==> config.mk <==
export PLATFORM = sky130hd
export DESIGN_NAME = rtc_bcd_bank
export DESIGN_NICKNAME = d
export VERILOG_FILES = /design/src/rtl/rtc_pkg.sv /design/src/rtl/rtc_month_len.sv /design/src/rtl/rtc_time_adv.sv /design/src/rtl/rtc_reg_read.sv /design/src/rtl/rtc_bcd_bank.sv
export SDC_FILE = /design/constraint.sdc
export NUM_CORES = 1
export LEC_CHECK = 0
export ABC_AREA = 1
export ABC_CLOCK_PERIOD_IN_PS = 2300
export BUFFER_PORTS_ARGS = -buffer_cell sky130_fd_sc_hd__buf_2
export CORE_MARGIN = 2
export CORE_UTILIZATION = 30
export CTS_BUF_LIST = sky130_fd_sc_hd__clkbuf_4 sky130_fd_sc_hd__clkbuf_8
export CTS_CLUSTER_SIZE = 8
export DETAILED_ROUTE_END_ITERATION = 12
export GPL_ROUTABILITY_DRIVEN = 1
export SKIP_CTS_REPAIR_TIMING = 1
export SLEW_MARGIN = 20
export SYNTH_ARGS = -nofsm -noshare
export SYNTH_HDL_FRONTEND = slang
export SYNTH_SLANG_ARGS = --single-unit
==> constraint.sdc <==
create_clock -name clk -period 2.3 [get_ports clk]
set_input_delay 0.115 -clock clk [delete_from_list [all_inputs] [get_ports clk]]
set_output_delay 0.115 -clock clk [all_outputs]
set_load 0.02 [all_outputs]
==> src/rtl/rtc_pkg.sv <==
package rtc_pkg;

    localparam int REG_ADDR_W = 3;
    localparam int REG_DATA_W = 8;

    localparam logic [REG_ADDR_W-1:0] A_CTRL = 3'd0;
    localparam logic [REG_ADDR_W-1:0] A_SEC  = 3'd1;
    localparam logic [REG_ADDR_W-1:0] A_MIN  = 3'd2;
    localparam logic [REG_ADDR_W-1:0] A_HR   = 3'd3;
    localparam logic [REG_ADDR_W-1:0] A_DAY  = 3'd4;
    localparam logic [REG_ADDR_W-1:0] A_DATE = 3'd5;
    localparam logic [REG_ADDR_W-1:0] A_MON  = 3'd6;
    localparam logic [REG_ADDR_W-1:0] A_YEAR = 3'd7;

    typedef struct packed {
        logic [6:0] sec;
        logic [6:0] min;
        logic [5:0] hr;
        logic [2:0] dow;
        logic [5:0] date;
        logic [4:0] mon;
        logic [7:0] yr;
        logic       cb;
    } rtc_time_t;

    typedef struct packed {
        logic       wr_f;
        logic       rd_f;
        logic       cal_sign;
        logic [4:0] cal_mag;
        logic       stop;
        logic       ftest;
        logic       cen;
        logic       ble;
        rtc_time_t  live;
        rtc_time_t  vis;
    } rtc_state_t;

    localparam rtc_time_t TIME_RST = '{sec: 7'h00, min: 7'h00, hr: 6'h00,
                                       dow: 3'd1, date: 6'h01, mon: 5'h01,
                                       yr: 8'h00, cb: 1'b0};

    localparam rtc_state_t STATE_RST = '{wr_f: 1'b0, rd_f: 1'b0, cal_sign: 1'b0,
                                         cal_mag: 5'd0, stop: 1'b0, ftest: 1'b0,
                                         cen: 1'b0, ble: 1'b0,
                                         live: TIME_RST, vis: TIME_RST};

    // Returns {wrapped, next}: BCD increment, or base once top is reached.
    function automatic logic [8:0] bcd_step(input logic [7:0] v,
                                            input logic [7:0] top,
                                            input logic [7:0] base);
        logic [7:0] n;
        if (v >= top) begin
            return {1'b1, base};
        end
        if (v[3:0] >= 4'd9) n = {v[7:4] + 4'd1, 4'd0};
        else                n = v + 8'd1;
        return {1'b0, n};
    endfunction

endpackage

==> src/rtl/rtc_month_len.sv <==
module rtc_month_len
    import rtc_pkg::*;
(
    input  logic [4:0] mon_bcd,
    input  logic [7:0] yr_bcd,
    output logic [5:0] last_bcd
);
    // year mod 4 == (2*tens + units) mod 4
    logic [4:0] yr_mod_sum;
    logic       leap;

    always_comb begin
        yr_mod_sum = {yr_bcd[7:4], 1'b0} + {1'b0, yr_bcd[3:0]};
        leap       = (yr_mod_sum[1:0] == 2'b00);
        case (mon_bcd)
            5'h02:                      last_bcd = leap ? 6'h29 : 6'h28;
            5'h04, 5'h06, 5'h09, 5'h11: last_bcd = 6'h30;
            default:                    last_bcd = 6'h31;
        endcase
    end
endmodule

==> src/rtl/rtc_time_adv.sv <==
module rtc_time_adv
    import rtc_pkg::*;
(
    input  rtc_time_t cur,
    input  logic      cen,
    output rtc_time_t nxt
);
    logic [5:0] last_day;
    logic [8:0] s_sec, s_min, s_hr, s_dow, s_date, s_mon, s_yr;
    logic       step_unused;

    rtc_month_len u_len (
        .mon_bcd (cur.mon),
        .yr_bcd  (cur.yr),
        .last_bcd(last_day)
    );

    always_comb begin
        s_sec  = bcd_step({1'b0, cur.sec}, 8'h59, 8'h00);
        s_min  = bcd_step({1'b0, cur.min}, 8'h59, 8'h00);
        s_hr   = bcd_step({2'b0, cur.hr}, 8'h23, 8'h00);
        s_dow  = bcd_step({5'b0, cur.dow}, 8'h07, 8'h01);
        s_date = bcd_step({2'b0, cur.date}, {2'b0, last_day}, 8'h01);
        s_mon  = bcd_step({3'b0, cur.mon}, 8'h12, 8'h01);
        s_yr   = bcd_step(cur.yr, 8'h99, 8'h00);

        nxt     = cur;
        nxt.sec = s_sec[6:0];
        if (s_sec[8]) begin
            nxt.min = s_min[6:0];
            if (s_min[8]) begin
                nxt.hr = s_hr[5:0];
                if (s_hr[8]) begin
                    nxt.dow  = s_dow[2:0];
                    nxt.date = s_date[5:0];
                    if (s_date[8]) begin
                        nxt.mon = s_mon[4:0];
                        if (s_mon[8]) begin
                            nxt.yr = s_yr[7:0];
                            if (s_yr[8] && cen) nxt.cb = ~cur.cb;
                        end
                    end
                end
            end
        end
    end

    assign step_unused = ^{s_sec[7], s_min[7], s_hr[7:6], s_dow[7:3],
                           s_date[7:6], s_mon[7:5], s_dow[8]};
endmodule

==> src/rtl/rtc_reg_read.sv <==
module rtc_reg_read
    import rtc_pkg::*;
(
    input  logic [REG_ADDR_W-1:0] addr,
    input  logic [REG_DATA_W-1:0] ctrl_byte,
    input  rtc_time_t             vis,
    input  logic                  stop,
    input  logic                  ftest,
    input  logic                  cen,
    input  logic                  ble,
    output logic [REG_DATA_W-1:0] rdata
);
    always_comb begin
        case (addr)
            A_CTRL:  rdata = ctrl_byte;
            A_SEC:   rdata = {stop, vis.sec};
            A_MIN:   rdata = {1'b0, vis.min};
            A_HR:    rdata = {2'b0, vis.hr};
            A_DAY:   rdata = {1'b0, ftest, cen, vis.cb, 1'b0, vis.dow};
            A_DATE:  rdata = {ble, 1'b0, vis.date};
            A_MON:   rdata = {3'b0, vis.mon};
            default: rdata = vis.yr;
        endcase
    end
endmodule

==> src/rtl/rtc_bcd_bank.sv <==
module rtc_bcd_bank
    import rtc_pkg::*;
(
    input  logic                  clk,
    input  logic                  rst_n,
    input  logic                  tick_1hz,
    input  logic [REG_ADDR_W-1:0] reg_addr,
    input  logic                  reg_wr,
    input  logic [REG_DATA_W-1:0] reg_wdata,
    output logic [REG_DATA_W-1:0] reg_rdata
);
    rtc_state_t st_d, st_q;
    rtc_time_t  live_adv;
    logic       ctrl_wr;
    logic       load_go;

    rtc_time_adv u_adv (
        .cur(st_q.live),
        .cen(st_q.cen),
        .nxt(live_adv)
    );

    rtc_reg_read u_rd (
        .addr     (reg_addr),
        .ctrl_byte({st_q.wr_f, st_q.rd_f, st_q.cal_sign, st_q.cal_mag}),
        .vis      (st_q.vis),
        .stop     (st_q.stop),
        .ftest    (st_q.ftest),
        .cen      (st_q.cen),
        .ble      (st_q.ble),
        .rdata    (reg_rdata)
    );

    always_comb begin
        st_d    = st_q;
        ctrl_wr = reg_wr && (reg_addr == A_CTRL);
        load_go = ctrl_wr && st_q.wr_f && !reg_wdata[7];

        // running counters: load has priority over the seconds tick
        if (load_go) begin
            st_d.live = st_q.vis;
        end else if (tick_1hz && !st_q.stop) begin
            st_d.live = live_adv;
        end

        // visible copy: track, or accept writes while loading
        if (!st_q.wr_f && !st_q.rd_f) begin
            st_d.vis = st_q.live;
        end else if (st_q.wr_f && reg_wr) begin
            case (reg_addr)
                A_SEC:  st_d.vis.sec  = reg_wdata[6:0];
                A_MIN:  st_d.vis.min  = reg_wdata[6:0];
                A_HR:   st_d.vis.hr   = reg_wdata[5:0];
                A_DAY: begin
                    st_d.vis.dow = reg_wdata[2:0];
                    st_d.vis.cb  = reg_wdata[4];
                end
                A_DATE: st_d.vis.date = reg_wdata[5:0];
                A_MON:  st_d.vis.mon  = reg_wdata[4:0];
                A_YEAR: st_d.vis.yr   = reg_wdata;
                default: ;
            endcase
        end

        // configuration bits, written regardless of the load flag
        if (ctrl_wr) begin
            st_d.wr_f     = reg_wdata[7];
            st_d.rd_f     = reg_wdata[6];
            st_d.cal_sign = reg_wdata[5];
            st_d.cal_mag  = reg_wdata[4:0];
        end
        if (reg_wr) begin
            case (reg_addr)
                A_SEC:  st_d.stop = reg_wdata[7];
                A_DAY: begin
                    st_d.ftest = reg_wdata[6];
                    st_d.cen   = reg_wdata[5];
                end
                A_DATE: st_d.ble = reg_wdata[7];
                default: ;
            endcase
        end
    end

    always_ff @(posedge clk or negedge rst_n) begin
        if (!rst_n) st_q <= STATE_RST;
        else        st_q <= st_d;
    end
endmodule

==> reports/metrics.csv, run 1 <==
stage,metric,value,unit
grt,initial antenna violation count,0,
floorplanning,row count,52,
grt,first-pass GRT wire length,30800,um
timing,unrepaired setup endpoints after global routing,yes,
timing,Final setup viols,13,
synth,syn nets,879,
critical_path,Buffers & Inverters on Critical Path,2,
place,placed insts,1131,
clock_tree,CTS tree,built,
critical_path,"most used cell, CP",nand3_1,
timing,Slew @ Worst Pin,0.725,ns
synth,Post-Syn Instances,832,
min_path,worst min path class,in2reg,
grt,vias in the first global route,5626,
grt,grt ovf,0,
cells_and_area,storage element area,0.00246,mm2
critical_path,CP Class,reg2reg,
synth,prevailing post-synth register cell,dfrtp_1,
synth,Mapped Area,0.00626,mm2
route,DR vias,5781,
power,Peak VDD IR,0.000333,V
floorplanning,Starting Density,30.7,%
power,total chip power,4.94,mW
timing,Worst Skew,0.0130,ns
route,Residual DRC,0,
place,Buffers on Ports,22,
critical_path,crit path max fanout,4,
floorplanning,I/O pins,23,
clock_tree,H-tree levels,3,
power,Leak,3.57,nW
cells_and_area,fillers,2192,
route,Via density,5.02,
synth,Area contributors post-synth,"dfrtp_1 (37%), nand2_1 (15%), ha_1 (6.4%)",
critical_path,Crit-path slowest cell,dfstp_2,
critical_path,crit-path cells,ha_2 -> nand3_1 -> a31oi_1 -> o21ai_1 -> ha_1 -> inv_1 -> nor2_1 -> nand3_1 -> nand4_4 -> nand2_4 -> buf_12 -> nor2_4 -> nand3_1 -> nand2_1,
synth,Synth area leader,dfrtp_1,
critical_path,Startpoint Class,flop,
cells_and_area,Multi-input gate area,0.00337,mm2
place,GP Congestion,0.876,
cells_and_area,most flop-heavy register,st_q,
route,Post-DRT Antenna Nets,0,
grt,largest net degree at the start of global routing,46,
synth,ys async rst share,100,%
power,Pwr Density,687,mW/mm2
run_status,outcome,"complete, but fails checks",
clock_tree,Clock Sinks,98,
critical_path,Critical Path RT,2.63,ns
synth,syn_area_per_cell,7.53,um2
cells_and_area,antenna diode count,0,
synth,register area share after synthesis,39.3,%
timing,min cycle time layout,2.36,ns
clock_tree,maximum clock insertion buffer count,2,
cells_and_area,Syn-to-layout area delta,14.8,%
critical_path,CP endpoint kind,flop,
cells_and_area,Final #Nets,924,
floorplanning,Die X,148,um
cells_and_area,post-route insts no fill,1152,
floorplanning,Core ar.,0.0204,mm2
floorplanning,chip height,148,um
synth,Unique masters post-synth,46,
place,Final HPWL DP,14100,um
cells_and_area,Regs by FF count,st_q: 98 flops,
timing,Fin. Hold Viols,0,
timing,final period utilization,103,%
route,WL/cell,16.4,um
clock_tree,Root Driver,clkbuf_8,
route,total length of routed wires,18900,um
cells_and_area,Largest register FFs,98,
critical_path,Top delay family on crit path,simple AND/OR/NAND/NOR gates,
synth,post-synth top area share,36.8,%
critical_path,worst stage delay on the critical path,0.59,ns
synth,Post-synth EDFFs,0,
timing,FMAX,423,MHz
synth,Yosys Warn Count,0,
clock_tree,clock slew at reported path FFs,0.10,ns
clock_tree,Clock Latency Late Sink,0.40,ns
cells_and_area,share of layout cells above drive strength 1,13.2,%
synth,register bit count reported by yosys,98,
route,DRT Pass-1 Iters,5,
timing,Slew HR,51.6,%
timing,max-slew violations,0,
clock_tree,total CTS buffers,9,
timing,worst setup margin,-0.0646,ns
floorplanning,Die Footprint,0.0220,mm2
job,max cap viols,0,
grt,total track usage,17.9,%
critical_path,CP arrival,2.69,ns
route,DR iter-0 viols,516,
place,pre-CTS setup slack,-0.173,ns
run_status,failing checks,setup timing,
==> layout make-up <==
class / instances / area share [%]
Clock buffer: 11 / 1.93
Clock inverter: 5 / 0.871
Multi-Input combinational cell: 603 / 46.9
Sequential cell: 98 / 34.2
Tap cell: 270 / 4.70
Inverter: 112 / 5.99
Timing Repair Buffer: 53 / 5.42
==> final timing paths <==
check                               from  endpoint  slack (ns)  cells after the start
max in group asynchronous          rst_n  st_q[52]        1.34                      3
min in group asynchronous          rst_n  st_q[65]        0.24                      2
worst min-delay path              reg_wr  st_q[89]       0.006                      2
worst min register to register  st_q[11]  st_q[11]        0.50                      2
worst max register to register  st_q[52]  st_q[45]       -0.06                     14
worst max-delay path            st_q[52]  st_q[45]       -0.06                     14
==> Yosys cell counts, types with 2 or more instances <==
cell / count
o211ai_1: 4
o21ai_0: 47
a221oi_1: 4
xor2_1: 10
o22ai_1: 18
nand2_4: 2
inv_2: 5
o21bai_1: 2
ha_1: 32
nand3b_1: 3
inv_1: 105
nand4_1: 3
o31ai_1: 2
a211oi_1: 3
dfstp_2: 6
xnor2_1: 4
a31oi_1: 4
a21oi_1: 34
buf_6: 2
clkbuf_1: 11
dfrtp_1: 92
nand2_1: 247
nand2_2: 4
nor2_1: 62
a22oi_1: 5
nor2_2: 2
buf_2: 5
nand4_4: 2
o221ai_1: 32
nand3_1: 61
nor3_1: 2
nor2_8: 3
==> cell usage in the layout (no fill, tap or decap), drive strengths merged, types with 5 or more instances in the layout <==
cell type,netlist,routed
nand2,254,254
inv,111,112
dfrtp,92,92
nor2,68,69
nand3,62,62
buf,9,52
o21ai,48,48
a21oi,34,34
o221ai,32,32
ha,32,32
o22ai,18,18
clkbuf,11,11
xor2,10,10
dfstp,6,6
nand4,6,6
a22oi,5,5
==> power by group <==
| group | total, mW | switching, mW | internal (mW) |
|---|---|---|---|
| registers | 2.36 | 0.309 | 2.05 |
| clock network | 1.20 | 0.663 | 0.534 |
| logic | 1.38 | 0.917 | 0.468 |
==> layer usage <==
metal | GRT usage, % | vias to the layer above | wire length [um]
met5 | 0 | - | 0
li1 | - | 2852 | -
met4 | 4.76 | 0 | 330
met2 | 28.0 | 146 | 8610
met3 | 4.11 | 23 | 962
met1 | 24.9 | 2760 | 8970
==> kinds of logic after synthesis <==
logic type,after synthesis,share of synthesized area [%]
buffers and inverters,132,8.35
adder cells (fa/ha/maj),32,6.39
flip-flops,98,39.3
AO/OA/AOI/OAI,159,16.1
AND/OR/NAND/NOR,397,27.9
XOR/XNOR,14,1.96
==> stage by stage <==
stage	setup TNS, ns	hold slack [ns]	cell area [um2]	util, %
after CTS	-3.20	-0.318	7040	34.6
after global placement	-1.30	0.124	6840	33.6
final	-0.421	0.00630	7190	35.3
after detailed placement	-2.68	0.122	6840	33.6
after global routing	-3.23	0.00255	7190	35.3
after floorplan	0	-0.181	6260	-
Note: power is estimated with default switching activity, not from simulation.
==> run 2: changes to the inputs <==
Settings changed: ABC_AREA 1 to unset, CORE_MARGIN 2 to 1.5.
==> run 2 against run 1 <==
  * The run still ends with setup timing left
  * Clock power hardly changed
  * Global-route usage is 0.68 points higher
  * Largest power group unchanged
  * Setup slack worse by 0.30 ns
  * First-iteration DRC count is 6.4% lower
  * Total power is 11% higher
  * Synthesized cell count is 20% lower
  * Maximum frequency is 11% lower
  * Combinational power is 22% higher
  * Die area is 2.5% lower
  * Cell count is 12% lower
  * Critical path depth is 3 lower
  * Core utilization is 1.9 points higher
==> reports/metrics.csv, run 2 <==
stage,metric,value,unit,change
run_status,outcome,"complete, but fails checks",,
run_status,failing checks,setup timing,,
critical_path,Buffers & Inverters on Critical Path,3,,+1
grt,grt ovf,0,,unchanged
cells_and_area,storage element area,0.00246,mm2,about the same
synth,XOR/XNOR share of the synthesized area,0.566,%,-1.4 points
cells_and_area,share of layout cells above drive strength 1,25.6,%,+12 points
clock_tree,Clock Latency Late Sink,0.40,ns,about the same
synth,Post-Synth Simple-Gate Area,15.4,%,-12 points
cells_and_area,antenna diode count,0,,unchanged
timing,final period utilization,116,%,+13 points
route,Residual DRC,0,,unchanged
clock_tree,maximum clock insertion buffer count,2,,unchanged
synth,syn nets,711,,-19%
timing,FMAX,375,MHz,-11%
clock_tree,CTS tree,built,,
floorplanning,Die Footprint,0.0215,mm2,-2.5%
synth,register bit count reported by yosys,98,,unchanged
grt,total track usage,18.6,%,+0.68 points
synth,Post-synth EDFFs,0,,unchanged
power,Peak VDD IR,0.000269,V,-19%
grt,vias in the first global route,5434,,-3.4%
clock_tree,H-tree levels,3,,unchanged
cells_and_area,"Core Util, Final",37.2,%,+1.9 points
synth,register area share after synthesis,39.7,%,+0.46 points
grt,first-pass GRT wire length,31100,um,+0.94%
synth,Post-Syn Instances,664,,-20%
grt,initial antenna violation count,0,,unchanged
floorplanning,I/O pins,23,,unchanged
place,GP Congestion,0.893,,+2.0%
synth,Area contributors post-synth,"dfrtp_1 (37%), ha_1 (6.5%), nand2_1 (6.2%)",,
synth,Compound-Gate Fraction of Synth Area,23.6,%,+7.5 points
critical_path,Crit-path slowest cell,dfstp_2,,
timing,unrepaired setup endpoints after global routing,yes,,
route,DR vias,5528,,-4.4%
min_path,worst min path class,in2reg,,
cells_and_area,most flop-heavy register,st_q,,
cells_and_area,Multi-input gate area,0.00364,mm2,+8.0%
timing,Slew HR,61.6,%,+10 points
critical_path,CP endpoint kind,flop,,
timing,Final setup viols,20,,+7
timing,Fin. Hold Viols,0,,unchanged
synth,Unique masters post-synth,77,,+67%
grt,largest net degree at the start of global routing,46,,unchanged
synth,post-synth top area share,37.2,%,+0.43 points
cells_and_area,Final #Nets,787,,-15%
synth,most frequent cell after synthesis,nand2_1,,
critical_path,worst stage delay on the critical path,0.58,ns,about the same
route,WL/cell,18.9,um,+15%
critical_path,crit path max fanout,6,,+2
timing,Slew @ Worst Pin,0.573,ns,-0.151 ns
synth,largest family of logic cells by synthesized area,compound AO/OA/AOI/OAI gates,,
synth,Mapped Area,0.00619,mm2,-1.2%
critical_path,crit-path cells,inv_4 -> ha_4 -> and3_4 -> buf_4 -> ha_4 -> a21oi_1 -> o22ai_2 -> buf_4 -> o21ai_4 -> or3_1 -> a22o_1,,
route,total length of routed wires,19200,um,+1.5%
timing,worst setup margin,-0.369,ns,-0.304 ns
synth,Synth area leader,dfrtp_1,,
synth,mux contribution to synthesized area,9.34,%,+9.3 points
synth,Post-Synth Adder-Cell Area,6.47,%,+0.075 points
clock_tree,clock slew at reported path FFs,0.10,ns,about the same
synth,prevailing post-synth register cell,dfrtp_1,,
floorplanning,chip height,147,um,-1.2%
job,max cap viols,0,,unchanged
cells_and_area,most frequent cells in the layout,"nand2_1 (103), dfrtp_1 (91), buf_4 (70)",,
timing,max-slew violations,0,,unchanged
synth,synth cell count leaders,"nand2_1 (103), dfrtp_1 (92), o21ai_0 (56)",,
power,Pwr Density,731,mW/mm2,+6.4%
route,DRT Pass-1 Iters,7,,+2
critical_path,CP arrival,2.96,ns,+0.27 ns
place,Buffers on Ports,22,,unchanged
floorplanning,row count,52,,unchanged
clock_tree,Clock Sinks,98,,unchanged
critical_path,Critical Path RT,2.59,ns,-0.04 ns
grt,GR Util met3,4.16,%,+0.046 points
cells_and_area,Largest register FFs,98,,unchanged
critical_path,Startpoint Class,flop,,
cells_and_area,"most common cell after layout, fill and taps aside",nand2_1,,
grt,met2 usage,28.5,%,+0.53 points
grt,met1 Resource Use GR,25.7,%,+0.80 points
clock_tree,Root Driver,clkbuf_8,,
route,Via density,5.45,,+8.5%
critical_path,Top delay family on crit path,compound AO/OA/AOI/OAI gates,,
synth,Yosys Warn Count,0,,unchanged
power,Leak,3.23,nW,-9.7%
cells_and_area,Syn-to-layout area delta,21.6,%,
cells_and_area,fillers,2028,,-7.5%
route,Post-DRT Antenna Nets,0,,unchanged
clock_tree,total CTS buffers,9,,unchanged
timing,min cycle time layout,2.67,ns,+0.304 ns
cells_and_area,Regs by FF count,st_q: 98 flops,,
synth,ys async rst share,100,%,unchanged
critical_path,CP Class,reg2reg,,
floorplanning,Die X,147,um,-1.2%
timing,Worst Skew,0.0176,ns,+0.00465 ns
floorplanning,Starting Density,30.6,%,-0.16 points
grt,grt peak-use layer,met2,,
place,Final HPWL DP,14200,um,+0.82%
timing,setup TNS,-5.30,ns,-4.88 ns
floorplanning,Core ar.,0.0202,mm2,-0.64%
route,DR iter-0 viols,483,,-6.4%
synth,syn_area_per_cell,9.32,um2,+24%
## run 2: changes by cell type after synthesis, sizes merged, moves of 12 or more
cell,change
nand2,-151
inv,-75
nand3,-49
mux2i,+33
o221ai,-32
nor2,-29
a22oi,+20
mux2,+20
o21ai,+12
## run 2: metrics by stage
| step | setup slack [ns] | power (mW) | cell area [um2] | hold slack (ns) | std cells |
|---|---|---|---|---|---|
| 5_1_grt | -0.493 | 5.88 | 7530 | 0.0729 | 1015 |
| 3_5_place_dp | -0.423 | 4.30 | 7080 | 0.118 | 989 |
| 2_1_floorplan | -0.255 | 3.55 | 6250 | -0.181 | 664 |
| 6_report | -0.369 | 5.51 | 7530 | 0.0703 | 1015 |
| 3_3_place_gp | -0.333 | 4.26 | 7080 | 0.111 | 989 |
| 4_1_cts | -0.453 | 5.49 | 7280 | -0.315 | 1005 |
## run 2: final cells by class
class | count | area share [%]
multi-input combinational | 496 | 48.3
tap | 270 | 4.49
sequential | 98 | 32.7
clock buffer | 13 | 2.04
timing repair buffer | 99 | 10.0
clock inverter | 3 | 0.565
inverter | 36 | 1.86
## run 2: cells by family after synthesis
group | count (synthesis)
AOI/OAI and AO/OA | 206
xor gates and xnor gates | 4
and+or+nand+nor | 200
muxes | 54
DFF | 98
buffers and inverters | 70
adders and majority gates | 32
## run 2: metal layers
metal  up-vias  wire (um)
met1      2766       8730
met4         0        465
li1       2591          -
met3        26       1150
met2       145       8830
met5         -          0
## run 2: worst paths after layout
check	startpoint	to	slack (ns)	cells past startpoint
worst min register to register	st_q[20]	st_q[20]	0.48	2
min in group asynchronous	rst_n	st_q[61]	0.22	2
worst max register to register	st_q[52]	st_q[56]	-0.37	11
worst min-delay path	reg_wdata[6]	st_q[88]	0.07	2
max in group asynchronous	rst_n	st_q[95]	1.38	3
worst max-delay path	st_q[52]	st_q[56]	-0.37	11
## run 2: where the power goes
group          internal (mW)  total [mW]  switching (mW)
logic                  0.745        1.69           0.946
clock network          0.552        1.19           0.641
registers               2.13        2.62           0.495
total                   3.42        5.51            2.08
==> run 3: changes to the inputs <==
Settings changed: CORE_MARGIN 1.5 to 5, SKIP_LAST_GASP set to 1.
==> run 3 against run 2 <==
  * The run still ends with setup timing left
  * Count of clock-buffer cells in the layout is 1 lower
  * Sequential share of layout area shrank 0.092 points
  * Core utilization about the same
  * Critical path type unchanged
  * Critical endpoint is now st_q[59]
==> reports/metrics.csv, run 3 (synthesized netlist as in run 2, its figures left out) <==
stage,metric,value,unit,change
floorplanning,Die X,154,um,+4.8%
min_path,worst min path class,in2reg,,
clock_tree,clock slew at reported path FFs,0.09,ns,about the same
cells_and_area,most flop-heavy register,st_q,,
timing,worst setup margin,-0.245,ns,+0.124 ns
cells_and_area,Largest register FFs,98,,unchanged
cells_and_area,fillers,2086,,+2.9%
place,GP Congestion,0.894,,+0.10%
route,Via density,5.48,,+0.56%
grt,grt ovf,0,,unchanged
cells_and_area,antenna diode count,0,,unchanged
critical_path,crit path launch,st_q[52],,
route,DR vias,5581,,+0.96%
power,Pwr Density,733,mW/mm2,+0.24%
critical_path,Startpoint Class,flop,,
power,Peak VDD IR,0.000252,V,-6.3%
cells_and_area,most frequent cells in the layout,"nand2_1 (103), dfrtp_1 (91), buf_4 (75)",,
timing,Slew HR,62.4,%,+0.72 points
run_status,failing checks,setup timing,,
critical_path,reg2reg setup slack,-0.24,ns,+0.12 ns
place,Final HPWL DP,14200,um,about the same
clock_tree,total CTS buffers,9,,unchanged
critical_path,r2r startpoint,st_q[52],,
grt,total track usage,16.3,%,-2.3 points
floorplanning,I/O pins,23,,unchanged
critical_path,CP endpoint kind,flop,,
critical_path,CP arrival,2.85,ns,-0.11 ns
floorplanning,Die Footprint,0.0236,mm2,+9.8%
floorplanning,row count,52,,unchanged
clock_tree,H-tree levels,3,,unchanged
route,DRT Pass-1 Iters,6,,-1
floorplanning,Core ar.,0.0203,mm2,+0.32%
cells_and_area,Multi-input gate area,0.00364,mm2,+0.17%
route,WL/cell,18.9,um,about the same
timing,setup TNS,-3.01,ns,+2.29 ns
job,max cap viols,0,,unchanged
grt,initial antenna violation count,0,,unchanged
timing,unrepaired setup endpoints after global routing,yes,,
timing,Fin. Hold Viols,0,,unchanged
min_path,hold path start,reg_wdata[6],,
power,Leak,3.25,nW,+0.72%
route,Post-DRT Antenna Nets,0,,unchanged
timing,min cycle time layout,2.54,ns,-0.124 ns
cells_and_area,"Design Area, Final",0.00755,mm2,+0.28%
clock_tree,Clock Sinks,98,,unchanged
timing,Worst Skew,0.0183,ns,+0.000713 ns
power,total chip power,5.53,mW,+0.52%
grt,vias in the first global route,5403,,-0.57%
cells_and_area,Syn-to-layout area delta,22.0,%,
route,total length of routed wires,19300,um,+0.44%
grt,first-pass GRT wire length,30600,um,-1.5%
timing,FMAX,393,MHz,+4.9%
timing,final period utilization,111,%,-5.4 points
clock_tree,maximum clock insertion buffer count,2,,unchanged
floorplanning,Starting Density,30.5,%,-0.098 points
clock_tree,CTS tree,built,,
route,DR iter-0 viols,386,,-20%
place,Buffers on Ports,22,,unchanged
floorplanning,chip height,154,um,+4.8%
cells_and_area,share of layout cells above drive strength 1,25.9,%,+0.26 points
cells_and_area,"most common cell after layout, fill and taps aside",nand2_1,,
timing,Final setup viols,20,,unchanged
grt,largest net degree at the start of global routing,72,,+57%
critical_path,CP Class,reg2reg,,
cells_and_area,Regs by FF count,st_q: 98 flops,,
clock_tree,Clock Latency Late Sink,0.40,ns,about the same
critical_path,Critical Path RT,2.61,ns,+0.02 ns
route,Residual DRC,0,,unchanged
timing,max-slew violations,0,,unchanged
critical_path,crit path max fanout,5,,-1
run_status,outcome,"complete, but fails checks",,
timing,Slew @ Worst Pin,0.563,ns,-0.0108 ns
cells_and_area,Final #Nets,791,,+0.51%
cells_and_area,storage element area,0.00246,mm2,unchanged
clock_tree,Root Driver,clkbuf_8,,
place,DP Area,0.00714,mm2,+0.74%
run 3: cell count changes in the layout (fill, tap and decap cells not counted), sizes merged:
cell / change
buf: +4
clkinv: +2
bufinv: -1
clkbuf: -1
run 3: where the power goes:
| group | leakage [nW] | switching, mW | internal (mW) |
|---|---|---|---|
| Sequential | 1.22 | 0.468 | 2.13 |
| Clock | 0.0958 | 0.653 | 0.464 |
| Combinational | 1.94 | 0.998 | 0.824 |
run 3: final timing paths:
path / end / cells past startpoint
worst max register to register: st_q[59] / 11
max in group asynchronous: st_q[9] / 3
worst min register to register: st_q[20] / 2
worst min-delay path: st_q[42] / 3
min in group asynchronous: st_q[50] / 2
worst max-delay path: st_q[59] / 11
run 3: layout make-up:
type | instances | area share (%)
Clock buffer | 12 | 2.11
Sequential cell | 98 | 32.6
Inverter | 36 | 1.86
Timing Repair Buffer | 103 | 10.3
Clock inverter | 4 | 0.348
Tap cell | 270 | 4.48
Multi-Input combinational cell | 496 | 48.3
run 3: metal layers:
layer / GRT usage, % / share of wire [%] / wire length [um] / vias up
met2: 24.3 / 45 / 8580 / 159
met3: 2.67 / 4.5 / 869 / 41
met1: 23.4 / 48 / 9190 / 2777
met5: 0 / 0 / 0 / -
li1: - / - / - / 2604
met4: 6.56 / 3.2 / 616 / 0
run 3: worst max-delay path, stage by stage (launching register included):
cell     delay (ns)
dfstp_2        0.40
inv_4          0.08
ha_4           0.14
and3_4         0.20
inv_4          0.04
o32ai_4        0.28
ha_4           0.25
nor4b_4        0.25
o22ai_4        0.15
or2_4          0.26
o311a_1        0.32
o22ai_1        0.10
run 3: stage by stage:
stage               util [%]  worst slack (ns)  hold WS, ns  std cells
CTS                     36.1            -0.398       -0.357       1012
global placement        35.2            -0.326       0.0776        996
floorplan                  -            -0.255       -0.181        664
finish                  37.2            -0.245       0.0549       1019
detailed placement      35.2            -0.369       0.0805        996
global route            37.2            -0.352       0.0579       1019
